$ cat src/rtl/thr_prog_pkg.sv
package thr_prog_pkg;
  localparam int unsigned VAL_W  = 8;
  localparam int unsigned WORD_W = 2 * VAL_W;

  typedef logic [VAL_W-1:0]  volt_t;
  typedef logic [WORD_W-1:0] word_t;

  typedef struct packed {
    volt_t rise;
    volt_t fall;
  } thr_pair_t;
endpackage

$ cat src/rtl/thr_req_check.sv
module thr_req_check
  import thr_prog_pkg::*;
#(
  parameter int unsigned FALL_MIN = 2,
  parameter int unsigned FALL_MAX = 21,
  parameter int unsigned RISE_MIN = 3,
  parameter int unsigned RISE_MAX = 22,
  parameter int unsigned MIN_HYST = 2
) (
  input  logic      rising_i,
  input  volt_t     value_i,
  input  thr_pair_t cur_i,
  output logic      ok_o,
  output logic      same_o
);
  localparam int unsigned EXT_W = VAL_W + 1;

  logic [EXT_W-1:0] val_ext;
  logic [EXT_W-1:0] val_plus_hyst;
  logic [EXT_W-1:0] fall_plus_hyst;
  logic             fall_ok;
  logic             rise_ok;

  assign val_ext        = {1'b0, value_i};
  assign val_plus_hyst  = val_ext + EXT_W'(MIN_HYST);
  assign fall_plus_hyst = {1'b0, cur_i.fall} + EXT_W'(MIN_HYST);

  always_comb begin
    fall_ok = (val_ext >= EXT_W'(FALL_MIN)) && (val_ext <= EXT_W'(FALL_MAX)) &&
              (val_plus_hyst <= {1'b0, cur_i.rise});
    rise_ok = (val_ext >= EXT_W'(RISE_MIN)) && (val_ext <= EXT_W'(RISE_MAX)) &&
              (val_ext >= fall_plus_hyst);
    ok_o    = rising_i ? rise_ok : fall_ok;
    same_o  = rising_i ? (value_i == cur_i.rise) : (value_i == cur_i.fall);
  end
endmodule

$ cat src/rtl/thr_even_adjust.sv
module thr_even_adjust
  import thr_prog_pkg::*;
(
  input  logic      rising_i,
  input  volt_t     value_i,
  input  thr_pair_t cur_i,
  output thr_pair_t nxt_o
);
  volt_t gap;

  always_comb begin
    nxt_o = cur_i;
    if (rising_i) begin
      gap        = value_i - cur_i.fall;
      nxt_o.rise = value_i;
      // odd gap: pull falling edge up
      if (gap[0]) nxt_o.fall = cur_i.fall + volt_t'(1);
    end else begin
      gap        = cur_i.rise - value_i;
      nxt_o.fall = value_i;
      // odd gap: pull rising edge down
      if (gap[0]) nxt_o.rise = cur_i.rise - volt_t'(1);
    end
  end
endmodule

$ cat src/rtl/thr_word_enc.sv
module thr_word_enc
  import thr_prog_pkg::*;
(
  input  thr_pair_t pair_i,
  output word_t     word_o
);
  volt_t diff;
  volt_t sum;

  assign diff   = pair_i.rise - pair_i.fall;
  assign sum    = pair_i.rise + pair_i.fall;
  assign word_o = {diff, sum};
endmodule

$ cat src/rtl/thr_word_dec.sv
module thr_word_dec
  import thr_prog_pkg::*;
(
  input  word_t     word_i,
  output thr_pair_t pair_o
);
  volt_t        hi_b;
  volt_t        lo_b;
  volt_t        dif;
  logic [VAL_W:0] sum;

  assign hi_b = word_i[WORD_W-1:VAL_W];
  assign lo_b = word_i[VAL_W-1:0];
  assign dif  = lo_b - hi_b;
  assign sum  = {1'b0, lo_b} + {1'b0, hi_b};

  assign pair_o.fall = dif >> 1;
  assign pair_o.rise = sum[VAL_W:1];
endmodule

$ cat src/rtl/thr_prog_unit.sv
module thr_prog_unit
  import thr_prog_pkg::*;
#(
  parameter int unsigned NUM_MODES  = 2,
  parameter int unsigned FALL_MIN   = 2,
  parameter int unsigned FALL_MAX   = 21,
  parameter int unsigned RISE_MIN   = 3,
  parameter int unsigned RISE_MAX   = 22,
  parameter int unsigned MIN_HYST   = 2,
  parameter int unsigned RESET_FALL = 2,
  parameter int unsigned RESET_RISE = 4,
  localparam int unsigned MODE_W    = (NUM_MODES > 1) ? $clog2(NUM_MODES) : 1
) (
  input  logic              clk_i,
  input  logic              rst_ni,
  input  logic              req_valid_i,
  input  logic [MODE_W-1:0] req_mode_i,
  input  logic              req_rising_i,
  input  logic [VAL_W-1:0]  req_value_i,
  output logic              ack_o,
  output logic              err_o,
  output logic              wr_o,
  output logic [MODE_W-1:0] wr_mode_o,
  output logic [WORD_W-1:0] wr_word_o,
  input  logic [WORD_W-1:0] rd_word_i,
  output logic [VAL_W-1:0]  rd_fall_o,
  output logic [VAL_W-1:0]  rd_rise_o
);
  thr_pair_t thr_q [NUM_MODES];
  thr_pair_t cur_pair;
  thr_pair_t nxt_pair;
  thr_pair_t rd_pair;
  word_t     nxt_word;
  logic      req_ok;
  logic      req_same;
  logic      do_update;

  // select the addressed mode
  always_comb begin
    cur_pair = thr_q[0];
    for (int m = 1; m < NUM_MODES; m++) begin
      if (req_mode_i == MODE_W'(m)) cur_pair = thr_q[m];
    end
  end

  thr_req_check #(
    .FALL_MIN (FALL_MIN),
    .FALL_MAX (FALL_MAX),
    .RISE_MIN (RISE_MIN),
    .RISE_MAX (RISE_MAX),
    .MIN_HYST (MIN_HYST)
  ) u_check (
    .rising_i (req_rising_i),
    .value_i  (req_value_i),
    .cur_i    (cur_pair),
    .ok_o     (req_ok),
    .same_o   (req_same)
  );

  thr_even_adjust u_adjust (
    .rising_i (req_rising_i),
    .value_i  (req_value_i),
    .cur_i    (cur_pair),
    .nxt_o    (nxt_pair)
  );

  thr_word_enc u_enc (
    .pair_i (nxt_pair),
    .word_o (nxt_word)
  );

  thr_word_dec u_dec (
    .word_i (rd_word_i),
    .pair_o (rd_pair)
  );

  assign rd_fall_o = rd_pair.fall;
  assign rd_rise_o = rd_pair.rise;
  assign do_update = req_valid_i && req_ok && !req_same;

  for (genvar g = 0; g < NUM_MODES; g++) begin : g_mode
    always_ff @(posedge clk_i or negedge rst_ni) begin
      if (!rst_ni) begin
        thr_q[g].fall <= volt_t'(RESET_FALL);
        thr_q[g].rise <= volt_t'(RESET_RISE);
      end else if (do_update && (req_mode_i == MODE_W'(g))) begin
        thr_q[g] <= nxt_pair;
      end
    end
  end

  always_ff @(posedge clk_i or negedge rst_ni) begin
    if (!rst_ni) begin
      ack_o     <= 1'b0;
      err_o     <= 1'b0;
      wr_o      <= 1'b0;
      wr_mode_o <= '0;
      wr_word_o <= '0;
    end else begin
      ack_o <= req_valid_i && req_ok;
      err_o <= req_valid_i && !req_ok;
      wr_o  <= do_update;
      if (do_update) begin
        wr_mode_o <= req_mode_i;
        wr_word_o <= nxt_word;
      end
    end
  end
endmodule

$ cat config.mk
export PLATFORM = sky130hd
export DESIGN_NAME = thr_prog_unit
export DESIGN_NICKNAME = d
export VERILOG_FILES = /design/src/rtl/thr_prog_pkg.sv /design/src/rtl/thr_req_check.sv /design/src/rtl/thr_even_adjust.sv /design/src/rtl/thr_word_enc.sv /design/src/rtl/thr_word_dec.sv /design/src/rtl/thr_prog_unit.sv
export SDC_FILE = /design/constraint.sdc
export NUM_CORES = 1
export LEC_CHECK = 0
export BUFFER_PORTS_ARGS = -buffer_cell sky130_fd_sc_hd__buf_4
export CAP_MARGIN = 20
export CORE_ASPECT_RATIO = 0.75
export CORE_MARGIN = 5
export CORE_UTILIZATION = 35
export CTS_CLUSTER_SIZE = 14
export DETAILED_ROUTE_END_ITERATION = 10
export GPL_TIMING_DRIVEN = 1
export PLACE_DENSITY = 0.52
export SYNTH_ARGS = -nofsm -noshare
export SYNTH_HDL_FRONTEND = slang
export SYNTH_HIERARCHICAL = 1
export SYNTH_SLANG_ARGS = --single-unit
$ cat constraint.sdc
create_clock -name clk_i -period 4.65 [get_ports clk_i]
set_input_delay 0.2325 -clock clk_i [delete_from_list [all_inputs] [get_ports clk_i]]
set_output_delay 0.2325 -clock clk_i [all_outputs]
set_load 0.05 [all_outputs]
# Word-level counts from Yosys, hierarchy flattened
# Index checks and enable logic that the tools add are counted.
# classes
add_sub_neg	10
reduce_logical	11
n_bitwise	1
mux	6
eq_ne	2
magnitude_cmp	6
# ops
cell	n
2-to-1 mux 16 bit	2
adder 8 x 2 -> 9 bit, second input constant	2
equality test 8 bit	2
greater-or-equal comparator 8 x 2 -> 1 bit, second input constant	2
<= comparator 8 x 5 -> 1 bit, second input constant	2
2-to-1 mux 8 bit	2
subtractor 8 bit	2
adder 8 x 8 -> 9 bit	1
greater-or-equal comparator 8 x 9 -> 1 bit	1
<= comparator 9 x 8 -> 1 bit	1
logical AND 1 bit	9
adder 8 x 1 -> 8 bit, second input constant	1
adder 8 bit	1
subtractor 8 x 1 -> 8 bit, second input constant	1
zero test 1 bit	2
2-to-1 mux 1 bit	2
subtractor 1 bit	2
NOT 1 bit	1
# totals
register_bits	52
in_bits	29
output_inout_bits	36

# Logic depth before layout (Yosys ltp)
# Gate-level depths: netlist of the first run.
# depth
word_depth	8
depth_mapped	16
mapped_depth_nobuf	13

# By module
# Netlist of the first run, hierarchy kept.
# modules_own_cells
module	cells_per_inst	seq_area_each_um2	area_per_inst_um2	instances
thr_prog_unit	129	1306.3	2218.4	1
thr_req_check	104	0.0	822.0	1
thr_word_dec	94	0.0	715.7	1
thr_word_enc	77	0.0	605.6	1
thr_even_adjust	80	0.0	504.2	1

# Least setup slack after synthesis of the first run
# No wires, ideal clock.
# synth_timing
path_kind	input-to-reg
from	in req_mode_i
to	reg wr_word_o[7]
t_required_ns	4.525
setup_ns	0.125
path_slack_ns	0.906
stages	13
arrival_time_ns	3.619
n_path_buf	3
cell_sequence	buf_6 buf_2 mux2_2 or3b_4 or4b_1 a31oi_1 ha_1 buf_6 or4_4 nor2_2 nor4_2 xnor2_1 mux2_2
# synth_rtl
element	line	rtl
start: declaration	thr_prog_unit.sv:17	input logic [MODE_W-1:0] req_mode_i,
end signal: assignment	thr_prog_unit.sv:105	wr_word_o <= nxt_word;
end: declaration	thr_prog_unit.sv:24	output logic [WORD_W-1:0] wr_word_o,

==> summary.txt, run 1 <==
Final layout
  • Share of cells above drive strength 1: 0.304
  • Final #Nets: 616
  • Fillers: 1321
  • Area Overhead vs Synth: 14.8%
  • N_diodes: 0
  • Fin cells: 712

Placement
  • HPWL Detailed: 8.84 mm
  • Port bufs: 63
  • Dpl cells: 703
  • Routability cong.: 0.855

STA
  • Endpoints failing setup: 0
  • Hold Vio Cnt, Final: 0
  • Slew margin rel.: 0.561
  • Worst-Margin Slew: 659 ps
  • Setup TNS: 0 ps
  • Final Max Tran Viols: 0
  • Crit path time final: 3650 ps
  • Final period utilization: 0.785
  • Setup Skew: ~8.6 ps
  • Fmax: about 0.27 GHz
  • RSZ-0062 raised after global routing: no

Floorplan
  • Initial core utilization: 0.356
  • Die W: 146 um
  • Core ar.: between 10000 and 15000 sq um
  • Rows: 37
  • Full die area: 16400 sq um
  • Die height: 112 um
  • I/O pin cnt: 65

Worst setup path
  • Delay-heaviest family, CP: simple AND/OR/NAND/NOR gates
  • Data required, critical path: 4830 ps
  • CP most frequent cell: mux2_2
  • CP Cell Sequence: mux2_2 -> or3b_4 -> or4b_1 -> a31oi_1 -> ha_1 -> or4_4 -> nor2_2 -> nor4_2 -> xnor2_1 -> mux2_2
  • Setup slack, reg-to-reg: 1000 ps
  • Max incr delay on CP: between 500 and 600 ps
  • Worst setup path category: register to register
  • Crit. End Element: register
  • Startpoint Class: register
  • WP buf/inv: 0
  • Slowest-stage cell, CP: or4_4
  • Critical-path maximum fanout: 7
  • Critical Path AT: 3830 ps

Run
  • Max_cap viols: 0

Power
  • Pleak: 2.63 nW
  • PwrDens: 443 nW/um^2
  • Peak supply drop: 0.164 mV

GRT
  • Vias in the first global route: ~3800
  • First-pass GRT wire length: 19.1 mm
  • Gr usage total: 0.141
  • Total global routing overflow: 0
  • Largest net degree at the start of global routing: 53
  • Initial antenna violation count: 0

Yosys
  • Synth warn: 6
  • Number of synthesized register bits: 52
  • Post-synth top flop: dfrtp_1
  • Syn Inst Count: 484
  • Post-synthesis cell type count: 72
  • Syn nets: between 500 and 600
  • Synthesized cell area: 4870 sq um
  • Post-synth EDFFs: 0
  • Yosys top cell area share: 0.247
  • Synth top area cells: dfrtp_1 (25%), ha_1 (12%), mux2_2 (12%)
  • Post-synthesis sequential area ratio: 0.268
  • Synth area leader: dfrtp_1
  • Async set or reset register ratio after synthesis: 1.00
  • Mean Syn Cell Area: 10.1 sq um

Clocking
  • Clock transition at the registers of the reported paths: 70 ps
  • Root Buffer: clkbuf_16
  • Setup bufs post-CTS: 0
  • Max Buffers Root-to-Sink: 2
  • CTS Buf Count: 5
  • Hold buffers post-CTS: 1
  • CTS tree: built
  • Resized cells post-CTS: 0
  • Worst-Skew Late Latency: around 300 ps
  • CTS H-tree lvls: 2
  • CTS sink count: 52

Route
  • TritonRoute pass-1 iters: 4
  • Routed Antenna Nets: 0
  • Remaining DRCs: 0
  • Vias per cell: about 5.2
  • Wire per inst: 16.1 um
  • Iter 0 DRT Violations: roughly 240
  • Final WL: 11.5 mm
  • Vias after detailed routing: about 3700

Status
  • Status: finished, final reports clean

Worst hold path
  • Min-delay worst type: input pin to register
==> registers in the layout, summed over array words and instances (netlist names) <==
signal	flops
err_o	1
thr_q	32
wr_o	1
wr_mode_o	1
ack_o	1
wr_word_o	16
==> power breakdown <==
| group | switching, mW | leakage (nW) | internal, mW | total, mW |
|---|---|---|---|---|
| Clock | 0.165 | 0.0901 | 0.284 | 0.449 |
| Sequential | 0.0614 | 0.669 | 0.584 | 0.645 |
| Combinational | 0.846 | 1.87 | 0.532 | 1.38 |
==> cells in the mapped netlist (5+ instances only) <==
master and count:
nand2_1 14, nand4_1 7, ha_1 47, buf_4 6, dfrtp_1 48, a31oi_1 11
mux2_4 12, a21oi_1 22, nor2b_1 7, mux2_2 52, nor3_1 8, xnor2_1 22
inv_1 42, nand2b_1 7, nand3_1 12, o31ai_1 5, buf_6 9, xor2_1 22
nor2_1 22, o21ai_0 12, mux2i_1 10
==> routing by layer <==
| metal | global-route usage | wire length (um) | vias to the layer above |
|---|---|---|---|
| met5 | 0 | 0 | - |
| met4 | 0.0313 | 83 | 0 |
| li1 | - | - | 1813 |
| met1 | 0.201 | 5790 | 1788 |
| met2 | 0.224 | 5050 | 81 |
| met3 | 0.0270 | 551 | 6 |
==> per-stage QoR <==
| step | util | setup WS (ps) | power, mW | area, sq um | hold WS, ps |
|---|---|---|---|---|---|
| finish | 0.409 | 998 | 2.47 | 5580 | 225 |
| global placement | 0.395 | 814 | 2.01 | 5390 | 301 |
| floorplan | - | 906 | 1.68 | 4870 | -63.1 |
| detailed placement | 0.395 | 758 | 2.03 | 5390 | 316 |
| CTS | 0.409 | 995 | 2.50 | 5580 | 225 |
| global route | 0.409 | 864 | 2.64 | 5580 | 240 |
==> worst reg2reg max path, cell delays in order (launching register included) <==
cell,delay [ps]
dfrtp_1,380
mux2_2,330
or3b_4,450
or4b_1,510
a31oi_1,360
ha_1,400
or4_4,570
nor2_2,110
nor4_2,50
xnor2_1,130
mux2_2,260
==> layout make-up <==
type | instances | area (sq um) | area share
repair buffers | 68 | 513 | 0.0919
multi-input cells | 367 | 3210 | 0.574
inverters | 42 | 158 | 0.0282
well taps | 175 | 219 | 0.0392
flip-flops and latches | 52 | 1310 | 0.234
clock buffers | 7 | 153 | 0.0273
clock inverters | 1 | 30.0 | 0.00538
==> worst paths after layout <==
path                          startpoint  depth (start not counted)            end
max                            thr_q[24]                         10   wr_word_o[7]
min                          req_valid_i                          2          ack_o
max reg2reg                    thr_q[24]                         10   wr_word_o[7]
min reg2reg                wr_word_o[14]                          1  wr_word_o[14]
max in group asynchronous         rst_ni                          2      thr_q[25]
min in group asynchronous         rst_ni                          2      thr_q[12]
==> cell usage in the layout (no fill, tap or decap), types with 3 or more instances in the layout <==
cell type  synthesis  layout
buf_4              6      67
and2_1             4       4
or3_1              3       3
nand3_1           12      12
mux2_4            12      12
a31oi_1           11      11
nor2b_1            7       7
nand2b_1           7       7
ha_1              47      47
xnor2_1           22      22
xor2_1            22      22
mux2i_1           10      10
o31ai_1            5       5
dfstp_2            4       4
and3_1             4       4
a21o_1             4       4
dfrtp_1           48      48
o21a_1             3       3
or4_1              3       3
nand2_1           14      14
inv_1             42      42
nand4_1            7       7
fa_1               4       4
o21bai_1           3       3
a21oi_1           22      22
o21ai_0           12      12
nor3_1             8       8
nor3b_1            3       3
mux2_2            52      52
nor2_1            22      22
clkbuf_16          0       5
o21ai_1            3       3
==> cell families (layout without fill, tap and decap cells) <==
kind of cell / after synthesis / after routing / share of synthesized area
muxes: 75 / 75 / 0.180
and+or+nand+nor: 118 / 118 / 0.154
xor gates and xnor gates: 44 / 44 / 0.0792
buffers and inverters: 65 / 118 / 0.0728
AOI/OAI and AO/OA: 78 / 78 / 0.107
adders and majority gates: 51 / 51 / 0.137
DFF: 52 / 52 / 0.268
other: 1 / 1 / 0.000771
(Power assumes the default switching activity.)
==> inputs of run 2 (changes only) <==
--- a/config.mk
+++ b/config.mk
@@ -5,6 +5,7 @@
 export SDC_FILE = /design/constraint.sdc
 export NUM_CORES = 1
 export LEC_CHECK = 0
+export ABC_AREA = 1
 export BUFFER_PORTS_ARGS = -buffer_cell sky130_fd_sc_hd__buf_4
 export CAP_MARGIN = 20
 export CORE_ASPECT_RATIO = 0.75
@@ -13,7 +14,7 @@
 export CTS_CLUSTER_SIZE = 14
 export DETAILED_ROUTE_END_ITERATION = 10
 export GPL_TIMING_DRIVEN = 1
-export PLACE_DENSITY = 0.52
+export PLACE_DENSITY = 0.54
 export SYNTH_ARGS = -nofsm -noshare
 export SYNTH_HDL_FRONTEND = slang
 export SYNTH_HIERARCHICAL = 1
==> constraint.sdc (replaced) <==
create_clock -name clk_i -period 3.3 [get_ports clk_i]
set_input_delay 0.165 -clock clk_i [delete_from_list [all_inputs] [get_ports clk_i]]
set_output_delay 0.165 -clock clk_i [all_outputs]
set_load 0.05 [all_outputs]
==> summary.txt, run 2 <==
Yosys
  • Async set or reset register ratio after synthesis: 1.00
  • Top-count cell post-synth: nand2_1
  • Mean Syn Cell Area: 6.39 sq um
  • Yosys top cell area share: 0.246
  • Post-synthesis cell type count: 35
  • Post-synth top flop: dfrtp_1
  • Post-synthesis sequential area ratio: 0.260
  • Synth top area cells: nand2_1 (25%), dfrtp_1 (24%), ha_1 (12%)
  • Number of synthesized register bits: 52
  • Synth area leader: nand2_1
  • Synth warn: 6
  • Post-synth EDFFs: 0
  • Synth top cells by count: nand2_1 (329), inv_1 (89), nand3_1 (65), nor2_1 (51), dfrtp_1 (48)
  • Syn nets: 866
  • Syn Inst Count: 786
  • Synthesized cell area: 5020 sq um

Worst setup path
  • Startpoint Class: register
  • Worst setup path category: register to register
  • CP Cell Sequence: nand2_1 -> nand2_1 -> ha_1 -> nand2_1 -> nor3_1 -> xor2_1 -> ha_1 -> nand2_1 -> nor2_1 -> nand2_1 -> nor2_1 -> nor2_1 -> nand2_1 -> nand2_1 -> nand2_1 -> nand2_2 -> nor2_8 -> inv_2 -> nand2_1 -> nand2_1
  • Crit. End Element: register
  • Critical-path maximum fanout: 17
  • Delay-heaviest family, CP: simple AND/OR/NAND/NOR gates
  • CP most frequent cell: nand2_1
  • Critical Path AT: 3190 ps
  • Max incr delay on CP: 530 ps
  • Data required, critical path: 3480 ps
  • Slowest-stage cell, CP: dfstp_2
  • WP buf/inv: 1

Route
  • Vias per cell: 4.59
  • Routed Antenna Nets: 0
  • Iter 0 DRT Violations: 310
  • Wire per inst: 12.8 um
  • Final WL: 13.2 mm
  • Vias after detailed routing: 4740
  • Remaining DRCs: 0
  • TritonRoute pass-1 iters: 5

Clocking
  • CTS tree: built
  • Setup bufs post-CTS: 0
  • Root Buffer: clkbuf_16
  • Worst-Skew Late Latency: 300 ps
  • CTS Buf Count: 5
  • Max Buffers Root-to-Sink: 2
  • CTS sink count: 52
  • Clock transition at the registers of the reported paths: around 70 ps
  • CTS H-tree lvls: 2

GRT
  • Total global routing overflow: 0
  • Vias in the first global route: 4245
  • First-pass GRT wire length: 21.8 mm
  • Largest net degree at the start of global routing: 53
  • Gr usage total: 0.157
  • Initial antenna violation count: 0

STA
  • Setup Skew: 11.1 ps
  • Final Max Tran Viols: 0
  • RSZ-0062 raised after global routing: yes
  • Worst setup margin: 294 ps
  • Hold Vio Cnt, Final: 0
  • Fmax: 0.333 GHz
  • Slew margin rel.: 0.536
  • Min Hold Slack: 99.0 ps
  • Crit path time final: 3010 ps
  • Setup TNS: 0 ps
  • Worst-Margin Slew: 696 ps
  • Final period utilization: 0.911
  • Endpoints failing setup: 0

Floorplan
  • Die W: 148 um
  • Die height: around 110 um
  • Core ar.: around 14000 sq um
  • I/O pin cnt: between 60 and 70
  • Initial core utilization: 0.362
  • Full die area: 16900 sq um
  • Rows: 37

Final layout
  • Top Registers: thr_q: 32 flops, wr_word_o: 16 flops
  • Most frequent cells in the layout: nand2_1 (329), inv_1 (89), buf_4 (83), nand3_1 (65), nor2_1 (51)
  • Max reg flops: 32
  • Final Util: 0.428
  • Final #Nets: 936
  • Share of cells above drive strength 1: 0.151
  • Final Instance Area: 5950 sq um
  • Fin cells: 1032
  • N_diodes: 0
  • Reg with most FFs: thr_q
  • Area Overhead vs Synth: 18.4%
  • Most common cell after layout, fill and taps aside: nand2_1

Power
  • PwrDens: roughly 530 nW/um^2
  • Power, Total: 3.14 mW
  • Peak supply drop: approximately 0.19 mV
  • Pleak: 3.38 nW

Worst hold path
  • Min-delay worst type: input pin to register

Placement
  • Routability cong.: about 0.85
  • Port bufs: 63
  • Dpl cells: between 1000 and 1500
  • Placed Area: 5760 sq um
  • Pre-CTS WS: about 130 ps
  • HPWL Detailed: 10.5 mm

Run
  • Max_cap viols: 0

Status
  • Status: finished, final reports clean
==> run 2: cell count changes in the layout (fill, tap and decap cells not counted), sizes merged, moves of 20 or more <==
cell	delta
nand3	+53
mux2	-65
nand2	+327
nor2	+32
inv	+58
buf	+20
==> run 2: power by group <==
group / switching (mW) / internal (mW) / total [mW]
combinational: 1.15 / 0.560 / 1.71
sequential: 0.0840 / 0.794 / 0.878
clock: 0.250 / 0.305 / 0.555
total: 1.48 / 1.66 / 3.14
==> run 2: cell families after synthesis <==
| family | count (synthesis) | share of synthesized area |
|---|---|---|
| AOI/OAI and AO/OA | 45 | 0.0501 |
| xor gates and xnor gates | 31 | 0.0541 |
| adders and majority gates | 51 | 0.133 |
| buffers and inverters | 126 | 0.107 |
| DFF | 52 | 0.260 |
| other | 1 | 0.000747 |
| and+or+nand+nor | 480 | 0.395 |
==> run 2: layout make-up <==
type                            instances  area, sq um
Fill cell                            1536         7940
Multi-Input combinational cell        608         3190
Sequential cell                        52         1310
Timing Repair Buffer                   88          699
Inverter                              101          379
Tap cell                              175          219
Clock buffer                            7          143
Clock inverter                          1         8.76
==> run 2: worst paths after layout <==
| path | startpoint | to | slack [ps] | depth (start not counted) |
|---|---|---|---|---|
| setup / recovery | thr_q[1] | wr_word_o[13] | 290 | 20 |
| hold / removal | req_valid_i | err_o | 100 | 3 |
| setup reg to reg | thr_q[1] | wr_word_o[13] | 290 | 20 |
| hold reg to reg | thr_q[10] | thr_q[10] | 460 | 2 |
| max in group asynchronous | rst_ni | thr_q[22] | 2370 | 2 |
| min in group asynchronous | rst_ni | thr_q[16] | 440 | 2 |
==> run 2: what timing repair did <==
action / 4_1_cts / 5_1_grt
hold buffers: 1 / 0
endpoints found under the hold margin: 48 / 0
gates resized for setup: 0 / 5
endpoints found under the setup margin: 0 / 47
==> run 2: per-layer routing <==
layer	wire (um)	GRT usage	up-vias
met5	0	0	-
met3	501	0.0242	5
met4	53	0.0166	0
met1	7440	0.257	2099
li1	-	-	2558
met2	5190	0.220	78
==> run 2: worst register-to-register path, stage by stage, from the launching register on <==
cell and delay (ps):
dfstp_2 530, nand2_1 50, nand2_1 130, ha_1 200, nand2_1 90, nor3_1 220
xor2_1 100, ha_1 300, nand2_1 60, nor2_1 120, nand2_1 70, nor2_1 100
nor2_1 50, nand2_1 60, nand2_1 50, nand2_1 100, nand2_2 110, nor2_8 220
inv_2 190, nand2_1 110, nand2_1 50
